**config.mk**
```make
export PLATFORM = sky130hd
export DESIGN_NAME = sc_uart_engine
export DESIGN_NICKNAME = d
export VERILOG_FILES = /design/src/rtl/sc_pkg.sv /design/src/rtl/sc_sync.sv /design/src/rtl/sc_tx.sv /design/src/rtl/sc_rx.sv /design/src/rtl/sc_uart_engine.sv
export SDC_FILE = /design/constraint.sdc
export NUM_CORES = 1
export LEC_CHECK = 0
export BUFFER_PORTS_ARGS = -buffer_cell sky130_fd_sc_hd__buf_2
export CAP_MARGIN = 15
export CORE_MARGIN = 2
export CORE_UTILIZATION = 50
export DETAILED_ROUTE_END_ITERATION = 10
export PLACE_DENSITY = 0.69
export SYNTH_ARGS = -nofsm -noshare
export SYNTH_HDL_FRONTEND = slang
export SYNTH_HIERARCHICAL = 1
export SYNTH_SLANG_ARGS = --single-unit
```
**constraint.sdc**
```tcl
create_clock -name clk_i -period 7.9 [get_ports clk_i]
set_clock_uncertainty 0.15 [all_clocks]
set_input_delay 0.395 -clock clk_i [delete_from_list [all_inputs] [get_ports clk_i]]
set_output_delay 0.395 -clock clk_i [all_outputs]
set_load 0.005 [all_outputs]
```
**src/rtl/sc_pkg.sv**
```systemverilog
package sc_pkg;
  typedef enum logic [1:0] {TX_IDLE, TX_SEND, TX_LOCK} tx_state_e;
  typedef enum logic [1:0] {RX_IDLE, RX_DATA, RX_NACK} rx_state_e;

  localparam int unsigned FRAME_T0 = 12;
  localparam int unsigned FRAME_T1 = 11;

  function automatic logic [7:0] extra_etu(input logic [7:0] g);
    return (g == 8'hFF) ? 8'd0 : g;
  endfunction
endpackage

```
**src/rtl/sc_sync.sv**
```systemverilog
module sc_sync #(
  parameter int unsigned STAGES = 2
) (
  input  logic clk_i,
  input  logic rst_ni,
  input  logic d_i,
  output logic q_o
);
  logic [STAGES-1:0] ff_q;

  generate
    for (genvar i = 0; i < STAGES; i++) begin : g_stage
      always_ff @(posedge clk_i or negedge rst_ni) begin
        if (!rst_ni) ff_q[i] <= 1'b1;
        else if (i == 0) ff_q[i] <= d_i;
        else ff_q[i] <= ff_q[(i == 0) ? 0 : i-1];
      end
    end
  endgenerate

  assign q_o = ff_q[STAGES-1];
endmodule

```
**src/rtl/sc_tx.sv**
```systemverilog
module sc_tx
  import sc_pkg::*;
#(
  parameter int unsigned ETU_CLKS = 372
) (
  input  logic       clk_i,
  input  logic       rst_ni,
  input  logic       t0_i,
  input  logic [7:0] guard_i,
  input  logic [2:0] retry_max_i,
  input  logic       err_ie_i,
  input  logic       clr_i,
  input  logic [7:0] data_i,
  input  logic       valid_i,
  input  logic       line_s_i,
  output logic       ready_o,
  output logic       busy_o,
  output logic       low_o,
  output logic       locked_o,
  output logic       irq_o
);
  localparam int unsigned SUB_W = (ETU_CLKS > 1) ? $clog2(ETU_CLKS) : 1;
  localparam int unsigned ETU_W = 9;

  tx_state_e        state_q;
  logic [SUB_W-1:0] sub_q;
  logic [ETU_W-1:0] etu_q, len_q;
  logic [7:0]       data_q;
  logic [2:0]       retry_q;
  logic             t0_q, nack_q, irq_q;
  logic             last_sub, last_etu, bit_hi;
  logic [ETU_W-1:0] bit_idx;

  assign last_sub = (sub_q == SUB_W'(ETU_CLKS-1));
  assign last_etu = (etu_q == len_q - 9'd1);
  assign bit_idx  = etu_q - 9'd1;

  always_comb begin
    bit_hi = 1'b1;
    if (etu_q == 9'd0)      bit_hi = 1'b0;
    else if (etu_q <= 9'd8) bit_hi = data_q[bit_idx[2:0]];
    else if (etu_q == 9'd9) bit_hi = ^data_q;
  end

  always_ff @(posedge clk_i or negedge rst_ni) begin
    if (!rst_ni) begin
      state_q <= TX_IDLE;
      sub_q   <= '0;
      etu_q   <= '0;
      len_q   <= 9'(FRAME_T1);
      data_q  <= '0;
      retry_q <= '0;
      t0_q    <= 1'b0;
      nack_q  <= 1'b0;
      irq_q   <= 1'b0;
    end else if (clr_i) begin
      state_q <= TX_IDLE;
      retry_q <= '0;
      nack_q  <= 1'b0;
      irq_q   <= 1'b0;
    end else begin
      unique case (state_q)
        TX_IDLE: if (valid_i) begin
          state_q <= TX_SEND;
          data_q  <= data_i;
          sub_q   <= '0;
          etu_q   <= '0;
          retry_q <= '0;
          nack_q  <= 1'b0;
          t0_q    <= t0_i;
          len_q   <= (t0_i ? 9'(FRAME_T0) : 9'(FRAME_T1)) + {1'b0, extra_etu(guard_i)};
        end
        TX_SEND: begin
          sub_q <= last_sub ? '0 : sub_q + 1'b1;
          if (last_sub) etu_q <= etu_q + 9'd1;
          // NACK probe at 11 etu, T=0 only
          if (t0_q && etu_q == 9'd11 && sub_q == '0 && !line_s_i) nack_q <= 1'b1;
          if (last_sub && last_etu) begin
            if (!nack_q) begin
              state_q <= TX_IDLE;
            end else if (retry_q == retry_max_i) begin
              state_q <= TX_LOCK;
              irq_q   <= err_ie_i;
            end else begin
              retry_q <= retry_q + 3'd1;
              nack_q  <= 1'b0;
              etu_q   <= '0;
            end
          end
        end
        default: state_q <= TX_LOCK;
      endcase
    end
  end

  assign ready_o  = (state_q == TX_IDLE);
  assign busy_o   = (state_q == TX_SEND);
  assign locked_o = (state_q == TX_LOCK);
  assign irq_o    = irq_q;
  assign low_o    = busy_o && !bit_hi;
endmodule

```
**src/rtl/sc_rx.sv**
```systemverilog
module sc_rx
  import sc_pkg::*;
#(
  parameter int unsigned ETU_CLKS = 372
) (
  input  logic       clk_i,
  input  logic       rst_ni,
  input  logic       line_s_i,
  input  logic       lock_i,
  input  logic       nack_en_i,
  output logic [7:0] data_o,
  output logic       valid_o,
  output logic       err_o,
  output logic       low_o
);
  localparam int unsigned SUB_W = (ETU_CLKS > 1) ? $clog2(ETU_CLKS) : 1;
  localparam logic [SUB_W-1:0] HALF = SUB_W'(ETU_CLKS/2);

  rx_state_e        state_q;
  logic [SUB_W-1:0] sub_q;
  logic [3:0]       etu_q;
  logic [7:0]       sh_q, data_q;
  logic             prev_q, valid_q, err_q, last_sub, mid, par_ok;

  assign last_sub = (sub_q == SUB_W'(ETU_CLKS-1));
  assign mid      = (sub_q == HALF);
  assign par_ok   = ~^{sh_q, line_s_i};

  always_ff @(posedge clk_i or negedge rst_ni) begin
    if (!rst_ni) begin
      state_q <= RX_IDLE;
      sub_q   <= '0;
      etu_q   <= '0;
      sh_q    <= '0;
      data_q  <= '0;
      prev_q  <= 1'b1;
      valid_q <= 1'b0;
      err_q   <= 1'b0;
    end else begin
      prev_q  <= line_s_i;
      valid_q <= 1'b0;
      err_q   <= 1'b0;
      if (state_q != RX_IDLE) begin
        sub_q <= last_sub ? '0 : sub_q + 1'b1;
        if (last_sub) etu_q <= etu_q + 4'd1;
      end
      unique case (state_q)
        RX_IDLE: if (prev_q && !line_s_i && !lock_i) begin
          state_q <= RX_DATA;
          sub_q   <= '0;
          etu_q   <= '0;
        end
        RX_DATA: if (mid) begin
          if (etu_q == 4'd0) begin
            if (line_s_i) state_q <= RX_IDLE;
          end else if (etu_q <= 4'd8) begin
            sh_q <= {line_s_i, sh_q[7:1]};
          end else begin
            data_q  <= sh_q;
            valid_q <= par_ok;
            err_q   <= !par_ok;
            state_q <= (!par_ok && nack_en_i) ? RX_NACK : RX_IDLE;
          end
        end
        RX_NACK: if (etu_q == 4'd11 && mid) state_q <= RX_IDLE;
        default: state_q <= RX_IDLE;
      endcase
    end
  end

  assign data_o  = data_q;
  assign valid_o = valid_q;
  assign err_o   = err_q;
  assign low_o   = (state_q == RX_NACK) &&
                   ((etu_q == 4'd10 && sub_q >= HALF) || (etu_q == 4'd11 && sub_q < HALF));
endmodule

```
**src/rtl/sc_uart_engine.sv**
```systemverilog
module sc_uart_engine #(
  parameter int unsigned ETU_CLKS    = 372,
  parameter int unsigned SYNC_STAGES = 2
) (
  input  logic       clk_i,
  input  logic       rst_ni,
  input  logic       sc_en_i,
  input  logic       half_duplex_i,
  input  logic       proto_t1_i,
  input  logic       nack_dis_i,
  input  logic [2:0] retry_max_i,
  input  logic [7:0] guard_i,
  input  logic       tx_err_ie_i,
  input  logic       fifo_clr_i,
  input  logic [7:0] tx_data_i,
  input  logic       tx_valid_i,
  output logic       tx_ready_o,
  output logic       tx_locked_o,
  output logic       tx_err_irq_o,
  output logic [7:0] rx_data_o,
  output logic       rx_valid_o,
  output logic       rx_err_o,
  input  logic       line_i,
  output logic       line_low_o
);
  logic line_s, t0_mode, tx_busy, tx_low, rx_low;

  assign t0_mode = sc_en_i && !proto_t1_i;

  sc_sync #(.STAGES(SYNC_STAGES)) u_sync (
    .clk_i (clk_i),
    .rst_ni(rst_ni),
    .d_i   (line_i),
    .q_o   (line_s)
  );

  sc_tx #(.ETU_CLKS(ETU_CLKS)) u_tx (
    .clk_i      (clk_i),
    .rst_ni     (rst_ni),
    .t0_i       (t0_mode),
    .guard_i    (guard_i),
    .retry_max_i(retry_max_i),
    .err_ie_i   (tx_err_ie_i),
    .clr_i      (fifo_clr_i),
    .data_i     (tx_data_i),
    .valid_i    (tx_valid_i),
    .line_s_i   (line_s),
    .ready_o    (tx_ready_o),
    .busy_o     (tx_busy),
    .low_o      (tx_low),
    .locked_o   (tx_locked_o),
    .irq_o      (tx_err_irq_o)
  );

  sc_rx #(.ETU_CLKS(ETU_CLKS)) u_rx (
    .clk_i    (clk_i),
    .rst_ni   (rst_ni),
    .line_s_i (line_s),
    .lock_i   (half_duplex_i && tx_busy),
    .nack_en_i(t0_mode && !nack_dis_i),
    .data_o   (rx_data_o),
    .valid_o  (rx_valid_o),
    .err_o    (rx_err_o),
    .low_o    (rx_low)
  );

  assign line_low_o = tx_low || rx_low;
endmodule

```
==> results of run 1 <==
[synthesized netlist by cell type, types with 9 or more instances]
cell type / instances
o21ai_0: 21
ha_1: 16
mux2_2: 11
nor2_1: 41
nand4_1: 11
or3_1: 9
dfrtp_1: 73
nand2_1: 52
inv_1: 18
nand3_1: 15
a21oi_1: 12
nor2b_1: 11
xor2_1: 17
mux2_4: 9
clkbuf_1: 10
xnor2_1: 30
nor3_1: 16
[routing by layer]
| layer | up-vias | part of all wire |
|---|---|---|
| li1 | 1739 | - |
| met1 | 1739 | 0.44 |
| met2 | 74 | 0.49 |
| met3 | 22 | 0.036 |
| met4 | 0 | 0.031 |
| met5 | - | 0 |
[final timing paths]
| check | from | to | slack [ns] | cells after the start |
|---|---|---|---|---|
| setup / recovery | u_tx/etu_q[0]$_DFFE_PN0P_ | line_low_o | 4.46 | 9 |
| hold reg to reg | u_sync/ff_q[0]$_DFF_PN1_ | u_sync/q_o$_DFF_PN1_ | 0.22 | 0 |
| min in group clk_i | tx_data_i[6] | u_tx/data_q[6]$_DFFE_PN0P_ | 0.07 | 3 |
| hold / removal | rst_ni | u_rx/sub_q[3]$_DFF_PN0_ | 0.02 | 1 |
| max in group asynchronous | rst_ni | u_tx/data_q[1]$_DFFE_PN0P_ | 6.94 | 1 |
| setup reg to reg | u_tx/len_q[0]$_DFFE_PN1P_ | u_tx/etu_q[2]$_DFFE_PN0P_ | 4.87 | 8 |
[state kept, by name, indices dropped and copies added, names as in the netlist]
register,cells
u_rx/sub_q,9
u_tx/etu_q,9
u_tx/len_q,9
u_tx/sub_q,9
u_rx/data_o,8
u_rx/sh_q,8
u_tx/data_q,8
u_rx/etu_q,4
u_tx/retry_q,3
u_rx/state_q,2
u_tx/state_q,2
u_rx/err_o,1
u_rx/prev_q,1
u_rx/valid_o,1
u_sync/ff_q,1
u_sync/q_o,1
u_tx/irq_o,1
u_tx/nack_q,1
u_tx/t0_q,1
[power by group through the flow]
stage               logic (mW)  registers (mW)  clock network [mW]
finish                   0.244           0.523               0.308
global route             0.281           0.531               0.338
CTS                      0.246           0.522               0.320
detailed placement       0.243           0.529                   0
global placement         0.235           0.526                   0
floorplan                0.207           0.500                   0
[worst reg2reg max path, stage by stage, from the launching register on]
cell,delay (ns)
dfstp_2,0.58
inv_1,0.07
ha_1,0.30
xnor2_1,0.12
nor4_1,0.38
o2111ai_2,0.28
o31ai_4,0.57
o21ai_0,0.18
mux2_2,0.28
[through the flow]
stage          total power [mW]  std cells  area [um^2]
6_report                  1.074        627         5166
5_1_grt                   1.150        627         5166
4_1_cts                   1.088        626         5155
3_5_place_dp             0.7725        609         4941
3_3_place_gp             0.7615        609         4941
2_1_floorplan            0.7076        471         4664
[timing repair]
item                      4_1_cts  5_1_grt
hold endpoints to repair        1        0
hold buffers                    1        0
gates resized for setup         0        0
[final cells by class]
type	count	area share
clock buffer	9	0.02398
tap	111	0.02688
inverter	18	0.01308
sequential	79	0.3841
clock inverter	7	0.01550
multi-input combinational	357	0.4883
timing repair buffer	46	0.04820
[cell families (layout without fill, tap and decap cells)]
group                      Yosys count  after routing  share of synthesized area
DFF                                 79             79                     0.4254
muxes                               24             24                    0.06947
and+or+nand+nor                    199            199                     0.2294
AOI/OAI and AO/OA                   69             69                     0.1017
adders and majority gates           17             17                    0.04721
buffers and inverters               35             80                    0.03380
xor gates and xnor gates            48             48                    0.09308
==> results by group, run 1 <==
Floorplanning
  • Die X: 100.6 um
  • Die height: 100.6 um
  • I/O pins: 43
  • Core Box Area: 9153 um^2
  • Number of cell rows: 35
  • Die area: 10120 um^2
  • Effective utilization at floorplan: 0.5096

Clock tree
  • H-tree depth: 3
  • Worst-Skew Late Latency: 0.36 ns
  • CTS tree: done
  • Worst-path clk slew: 0.09 ns
  • Post-CTS Setup Inserts: 0
  • Root Buffer: clkbuf_8
  • Num CTS Buffers: 9
  • Clk buf depth: 2
  • Clk sink count: 79

Placed design
  • HPWL Detailed: 6.995 mm
  • Post-place setup slack: 4.873 ns
  • GPL Wtd Cong: 0.8496
  • Port bufs: 42

Setup path
  • CP arrival: 2.90 ns
  • CP max stage delay: 0.52 ns
  • Worst Setup Start Kind: register
  • Worst-path maximum fanout: 8
  • Critical path class: reg2out
  • Setup crit end kind: output pin
  • Critical path cell sequence: inv_1, ha_1, mux4_2, mux2_2, a2111oi_0, a21oi_1, nor3_1, or2_1, buf_2
  • WP buf/inv: 2
  • CP top delay family: multiplexers
  • Required time worst endpoint: 7.36 ns
  • Critical path's slowest cell: dfrtp_1

Hold path
  • Hold Crit Class: in2async

Global route
  • Grt ovf: 0
  • Met3 Track Usage GR: 0.05964
  • Global-route wire length before repair: 16.10 mm
  • Number of global-route vias before repair: 3492
  • Most Used Layer, Global Route: met2
  • Met2 usage: 0.3421
  • GRT Total Usage: 0.2023
  • Largest net degree at the start of global routing: 80
  • Met1 usage: 0.2436
  • Antenna violations before repair: 0

Cells and area
  • Seq. cell area: 1984 um^2
  • Multi-input gate area: 2522 um^2
  • Fraction of layout cells with a size suffix above 1: 0.2093
  • Filler Cells Inserted: 806
  • Most common cell after layout, fill and taps aside: dfrtp_1
  • Most frequent cells in the layout: dfrtp_1, nand2_1, buf_2, nor2_1, xnor2_1
  • # diodes: 0
  • Nets@finish: 557
  • Final Util: 0.5645
  • Syn-to-layout area delta: 10.76%

Logic synthesis
  • Top_reg_cell synth: dfrtp_1
  • Post-Syn Area: 4664 um^2
  • Syn. warnings: 6
  • Cells after Synth: 471
  • Sequential area share after synthesis: 0.4254
  • Fraction of registers with async set/reset: 1.000
  • Largest area contributor in the netlist: dfrtp_1
  • Synthesized area per cell: 9.903 um^2
  • Mapped Nets: 517
  • Post-synth EDFFs: 0
  • Synth top area share: 0.3916
  • Netlist cell types: 75
  • Top post-synthesis cells by area: dfrtp_1, xnor2_1, ha_1, nand2_1, dfstp_2
  • Seq cells post-synth: 79

STA
  • Worst setup slack after layout: 4.455 ns
  • Final hold viol count: 0
  • Fmax: 290.3 MHz
  • Hold_ws: 0.02127 ns
  • Slew Viols, Final: 0
  • Shortest period the worst path allows: 3.445 ns
  • Unrepaired setup endpoints after global routing: false
  • Final setup vio count: 0
  • Slew headroom: 0.3532
  • Period utilisation layout: 0.4360
  • Worst slew pin tran: 0.9702 ns
  • Setup TNS: 0 ns

Route
  • First-pass DRT Iterations: 4
  • Routed Antenna Nets: 0
  • Drt drc: 0
  • Routed via count: 3574
  • Wirelength, routed: 9.531 mm
  • DR iter-0 viols: 165
  • Vias/cell: 5.700
  • Routed len/inst: 15.20 um

Power and ir drop
  • Pwr dens: 208.0 nW/um^2
  • Sw frac: 0.3319
  • Reg power frac: 0.487
  • Net Sw Power: 0.3565 mW
  • Worst VDD drop: 0.1346 mV
  • P_leak: 2.352 nW
  • Cell internal pwr: 0.7178 mW
  • Gate power share: 0.227
  • Clock share of power: 0.286

Run status
  • Status: finished clean

Flow run
  • Max-cap violations: 0
(Power assumes the default switching activity.)
==> run 2: changes to the inputs <==
Clock period 7.9 ns to 3.25 ns, I/O delays scaled along.
==> run 2 against run 1 <==
  * The run now ends with negative hold slack left
  * Sequential cell count stayed put
  * Largest power group unchanged
  * Die area did not move
  * Cell count is 2.9% higher
  * Global-route usage is 0.30 points higher
  * Worst setup slack worse by 4.3 ns
==> results by group, run 2 (synthesis results as in run 1) <==
Route
  • Drt drc: 0
  • Vias/cell: 5.578
  • First-pass DRT Iterations: 4
  • Routed len/inst: 15.22 um
  • Routed Antenna Nets: 0
  • Routed via count: 3598
  • Wirelength, routed: 9.819 mm
  • DR iter-0 viols: 191

Hold path
  • WHS Endpoint: u_tx/len_q[5]$_DFFE_PN0P_
  • Hold Crit Class: in2reg
  • Hold Path Depth: 3
  • Min-delay src: guard_i[5]

Placed design
  • GPL Wtd Cong: 0.8693
  • HPWL Detailed: 7.008 mm
  • Area post-placement: 4956 um^2
  • Post-place setup slack: 0.3867 ns
  • Port bufs: 42
  • Placed Cells: 611

Floorplanning
  • I/O pins: 43
  • Effective utilization at floorplan: 0.5096
  • Die X: 100.6 um
  • Number of cell rows: 35
  • Core Box Area: 9153 um^2
  • Die height: 100.6 um
  • Die area: 10120 um^2

Cells and area
  • Most frequent cells in the layout: dfrtp_1, nand2_1, buf_2, nor2_1, xnor2_1
  • Seq. cell area: 1986 um^2
  • Multi-input gate area: 2527 um^2
  • Fin cells: 645
  • Design area: 5328 um^2
  • Nets@finish: 575
  • Most common cell after layout, fill and taps aside: dfrtp_1
  • # diodes: 0
  • Filler Cells Inserted: 802
  • Final Util: 0.5821
  • Syn-to-layout area delta: 14.22%
  • Fraction of layout cells with a size suffix above 1: 0.2097

Global route
  • Largest net degree at the start of global routing: 80
  • Grt ovf: 0
  • Number of global-route vias before repair: 3528
  • Met3 Track Usage GR: 0.03329
  • Most Used Layer, Global Route: met2
  • Met2 usage: 0.3354
  • Met1 usage: 0.2683
  • Antenna violations before repair: 0
  • Global-route wire length before repair: 16.54 mm
  • GRT Total Usage: 0.2053

Setup path
  • Worst-path maximum fanout: 4
  • Crit Reg-Reg Startpoint: u_tx/len_q[0]$_DFFE_PN1P_
  • CP arrival: 2.77 ns
  • Worst Setup Start Kind: register
  • FF-to-FF End: u_tx/etu_q[2]$_DFFE_PN0P_
  • R2R depth: 9
  • Required time worst endpoint: 2.94 ns
  • R2R setup slack: 0.38 ns
  • Critical path class: reg2out
  • Setup crit end kind: output pin

STA
  • Slew Viols, Final: 0
  • Period utilisation layout: 0.9497
  • Final hold viol count: 1
  • Fmax: 324.0 MHz
  • Worst slew pin tran: 1.162 ns
  • Hold_ws: -0.001450 ns
  • Setup TNS: 0 ns
  • Unrepaired setup endpoints after global routing: false
  • Shortest period the worst path allows: 3.087 ns
  • Worst setup slack after layout: 0.1635 ns
  • Final setup vio count: 0
  • Slew headroom: 0.2252

Clock tree
  • Worst-path clk slew: 0.09 ns
  • Num CTS Buffers: 9
  • CTS tree: done
  • H-tree depth: 3
  • Worst-Skew Late Latency: 0.36 ns
  • Clk sink count: 79
  • Clk buf depth: 2
  • Root Buffer: clkbuf_8

Power and ir drop
  • Total power: 2.588 mW
  • P_leak: 2.423 nW
  • Worst VDD drop: 0.2209 mV
  • Pwr dens: 485.8 nW/um^2

Flow run
  • Max-cap violations: 0

Run status
  • Failing checks: negative hold slack
  • Status: finished, violations left
==> run 2: worst max-delay path by stage <==
stage / end / slack (ns) / start / cells past startpoint
after floorplan: u_tx/retry_q[0]$_DFFE_PN0P_ / 0.67 / u_tx/len_q[0]$_DFFE_PN1P_ / 9
after global placement: line_low_o / 0.49 / u_tx/etu_q[0]$_DFFE_PN0P_ / 9
after detailed placement: line_low_o / 0.39 / u_tx/etu_q[0]$_DFFE_PN0P_ / 9
after CTS: line_low_o / 0.08 / u_tx/etu_q[0]$_DFFE_PN0P_ / 9
after global routing: line_low_o / 0.02 / u_tx/etu_q[1]$_DFFE_PN0P_ / 9
final: line_low_o / 0.16 / u_tx/etu_q[1]$_DFFE_PN0P_ / 9
==> run 2: report_power, final <==
part	switching [mW]	internal, mW
Sequential	0.166	1.10
Combinational	0.323	0.294
Clock	0.408	0.294
==> run 2: routing by layer <==
layer / part of all wire / up-vias
li1: - / 1769
met1: 0.46 / 1758
met2: 0.48 / 55
met3: 0.026 / 16
met4: 0.025 / 0
met5: 0 / -
==> run 2: what timing repair did <==
action / in CTS / in global routing
hold buffers: 17 / 0
setup buffers: 0 / 1
resized for setup: 1 / 1
endpoints found under the hold margin: 88 / 0
setup endpoints to repair: 1 / 1
==> run 2: final cells by class <==
cell class / count / area share
well taps: 111 / 0.02607
clock buffers: 9 / 0.02325
flip-flops and latches: 79 / 0.3727
clock inverters: 7 / 0.01198
multi-input cells: 357 / 0.4744
inverters: 18 / 0.01268
repair buffers: 64 / 0.07891
==> run 2: worst max-delay path, cell delays in order (launching register included) <==
cell and delay, ns:
dfrtp_1 0.43, inv_1 0.12, ha_1 0.35, mux4_2 0.33
mux2_2 0.28, a2111oi_0 0.42, a21oi_1 0.10, nor3_2 0.15
or2_1 0.13, buf_2 0.10
==> run 3: changes to the inputs <==
Settings changed: GPL_TIMING_DRIVEN from default to 0, REMOVE_ABC_BUFFERS from default to 1.
==> run 3 against run 2 <==
  * Fmax is 0.34% lower
  * Largest power group unchanged
  * First-iteration DRC count decreased by 27%
  * Routed wire length decreased by 1.9%
  * Count of clock-buffer cells in the layout stayed put
  * Sequential cell count unchanged
  * The flow now finishes without violations
  * Sequential power about the same
  * Clock power increased by 8.8%
  * Cell count grew 0.31%
  * Non-clock buffer count increased by 2
  * Register-to-register slack got worse by 0.11 ns
  * Critical path type unchanged
  * Die area did not move
  * Total power is 2.6% higher
  * Highest routed layer unchanged
==> results by group, run 3 (synthesis results as in run 1) <==
Clock tree
  • Worst-path clk slew: 0.08 ns
  • Root Buffer: clkbuf_8
  • H-tree depth: 3
  • Clk sink count: 79
  • Clk buf depth: 2
  • Worst-Skew Late Latency: 0.35 ns
  • Num CTS Buffers: 9
  • CTS tree: done

Floorplanning
  • Die height: 100.6 um
  • I/O pins: 43
  • Core Box Area: 9153 um^2
  • Die X: 100.6 um
  • Effective utilization at floorplan: 0.5096
  • Die area: 10120 um^2
  • Number of cell rows: 35

Route
  • Routed Antenna Nets: 0
  • Vias/cell: 5.563
  • First-pass DRT Iterations: 4
  • Routed via count: 3599
  • Wirelength, routed: 9.632 mm
  • Drt drc: 0
  • Routed len/inst: 14.89 um
  • DR iter-0 viols: 139

Global route
  • Grt ovf: 0
  • Number of global-route vias before repair: 3548
  • Global-route wire length before repair: 16.74 mm
  • Antenna violations before repair: 0
  • Largest net degree at the start of global routing: 46
  • GRT Total Usage: 0.2089

Setup path
  • Worst Setup Start Kind: register
  • Critical path class: reg2out
  • Critical path's slowest cell: dfrtp_2
  • Worst-path maximum fanout: 8
  • Setup crit end kind: output pin
  • CP arrival: 2.78 ns
  • Critical path cell sequence: inv_1, ha_1, mux4_2, mux2_2, a2111oi_2, a21oi_1, nor3_2, or2_1, buf_2
  • CP startpoint: u_tx/etu_q[0]$_DFFE_PN0P_
  • Required time worst endpoint: 2.94 ns
  • Crit Reg-Reg Startpoint: u_tx/len_q[0]$_DFFE_PN1P_
  • CP max stage delay: 0.48 ns

STA
  • Final hold viol count: 0
  • Fmax: 322.9 MHz
  • Slew headroom: 0.3353
  • Final setup vio count: 0
  • Period utilisation layout: 0.9530
  • Shortest period the worst path allows: 3.097 ns
  • Hold_ws: 0.1018 ns
  • Slew Viols, Final: 0
  • Worst slew pin tran: 0.9895 ns

Flow run
  • Max-cap violations: 0

Cells and area
  • Fin cells: 647
  • Most frequent cells in the layout: dfrtp_1, nand2_1, buf_2, nor2_1, xnor2_1
  • Syn-to-layout area delta: 15.75%
  • Most common cell after layout, fill and taps aside: dfrtp_1
  • Nets@finish: 577
  • Multi-input gate area: 2537 um^2
  • Filler Cells Inserted: 797
  • # diodes: 0
  • Seq. cell area: 1986 um^2
  • Fraction of layout cells with a size suffix above 1: 0.2146

Hold path
  • Min-delay src: guard_i[3]
  • Hold Crit Class: in2reg

Placed design
  • HPWL Detailed: 6.940 mm
  • Placed Cells: 608
  • Port bufs: 42
  • GPL Wtd Cong: 0.8191

Power and ir drop
  • Total power: 2.656 mW
  • P_leak: 2.447 nW
  • Pwr dens: 491.9 nW/um^2
  • Worst VDD drop: 0.2140 mV

Run status
  • Status: finished clean
[run 3: cell types whose count changed in the layout (fill, tap and decap cells not counted), sizes merged]
cell,before,now
dlygate4sd3,17,18
inv,22,23
clkinv,1,0
clkinvlp,2,1
bufinv,0,1
buf,47,48
[run 3: report_power, final]
group | switching [mW] | internal [mW] | leakage (nW)
Sequential | 0.165 | 1.10 | 1.04
Clock | 0.394 | 0.371 | 0.103
Combinational | 0.323 | 0.301 | 1.31
[run 3: cell type report]
type	count	area share
multi-input combinational	357	0.4700
sequential	79	0.3678
timing repair buffer	66	0.08552
tap	111	0.02572
clock buffer	9	0.02294
clock inverter	7	0.01553
inverter	18	0.01251
[run 3: path summary, 6_finish.rpt]
path / endpoint / slack [ns] / cells after the start
min reg2reg: u_sync/q_o$_DFF_PN1_ / 0.22 / 0
max reg2reg: u_tx/etu_q[2]$_DFFE_PN0P_ / 0.27 / 10
max in group asynchronous: u_tx/len_q[3]$_DFFE_PN1P_ / 2.18 / 3
min in group asynchronous: u_rx/sub_q[2]$_DFF_PN0_ / 0.14 / 2
min: u_tx/len_q[8]$_DFFE_PN0P_ / 0.10 / 3
max: line_low_o / 0.15 / 9
[run 3: layer usage]
metal  vias up  wire length [um]  track usage
met5         -                 0            0
met4         0               195      0.07587
met3        16               330      0.04508
met2        81              4768       0.3497
met1      1722              4337       0.2662
li1       1780                 -            -
[run 3: critical path, delay by kind of cell (launching register included)]
family                   cells  cell delay, ns
multiplexers                 2            0.63
adder cells (fa/ha/maj)      1            0.36
AO/OA/AOI/OAI                2            0.45
buffers and inverters        2            0.22
flip-flops                   1            0.48
AND/OR/NAND/NOR              2            0.29
[run 3: per-stage QoR]
| stage | TNS [ns] | area, um^2 | worst slack, ns | utilization |
|---|---|---|---|---|
| 6_report | 0 | 5399 | 0.1529 | 0.5899 |
| 5_1_grt | -0.09458 | 5399 | -0.09458 | 0.5899 |
| 4_1_cts | 0 | 5343 | 0.05441 | 0.5837 |
| 3_5_place_dp | 0 | 4954 | 0.1802 | 0.5412 |
| 3_3_place_gp | 0 | 4923 | 0.2286 | 0.5379 |
| 2_1_floorplan | 0 | 4574 | 0.5731 | - |
[run 3: timing repair]
action,4_1_cts,5_1_grt
gates resized for setup,1,4
setup buffers,0,4
hold endpoints to repair,92,0
setup endpoints to repair,1,3
pin swaps,0,1
hold buffers,18,0
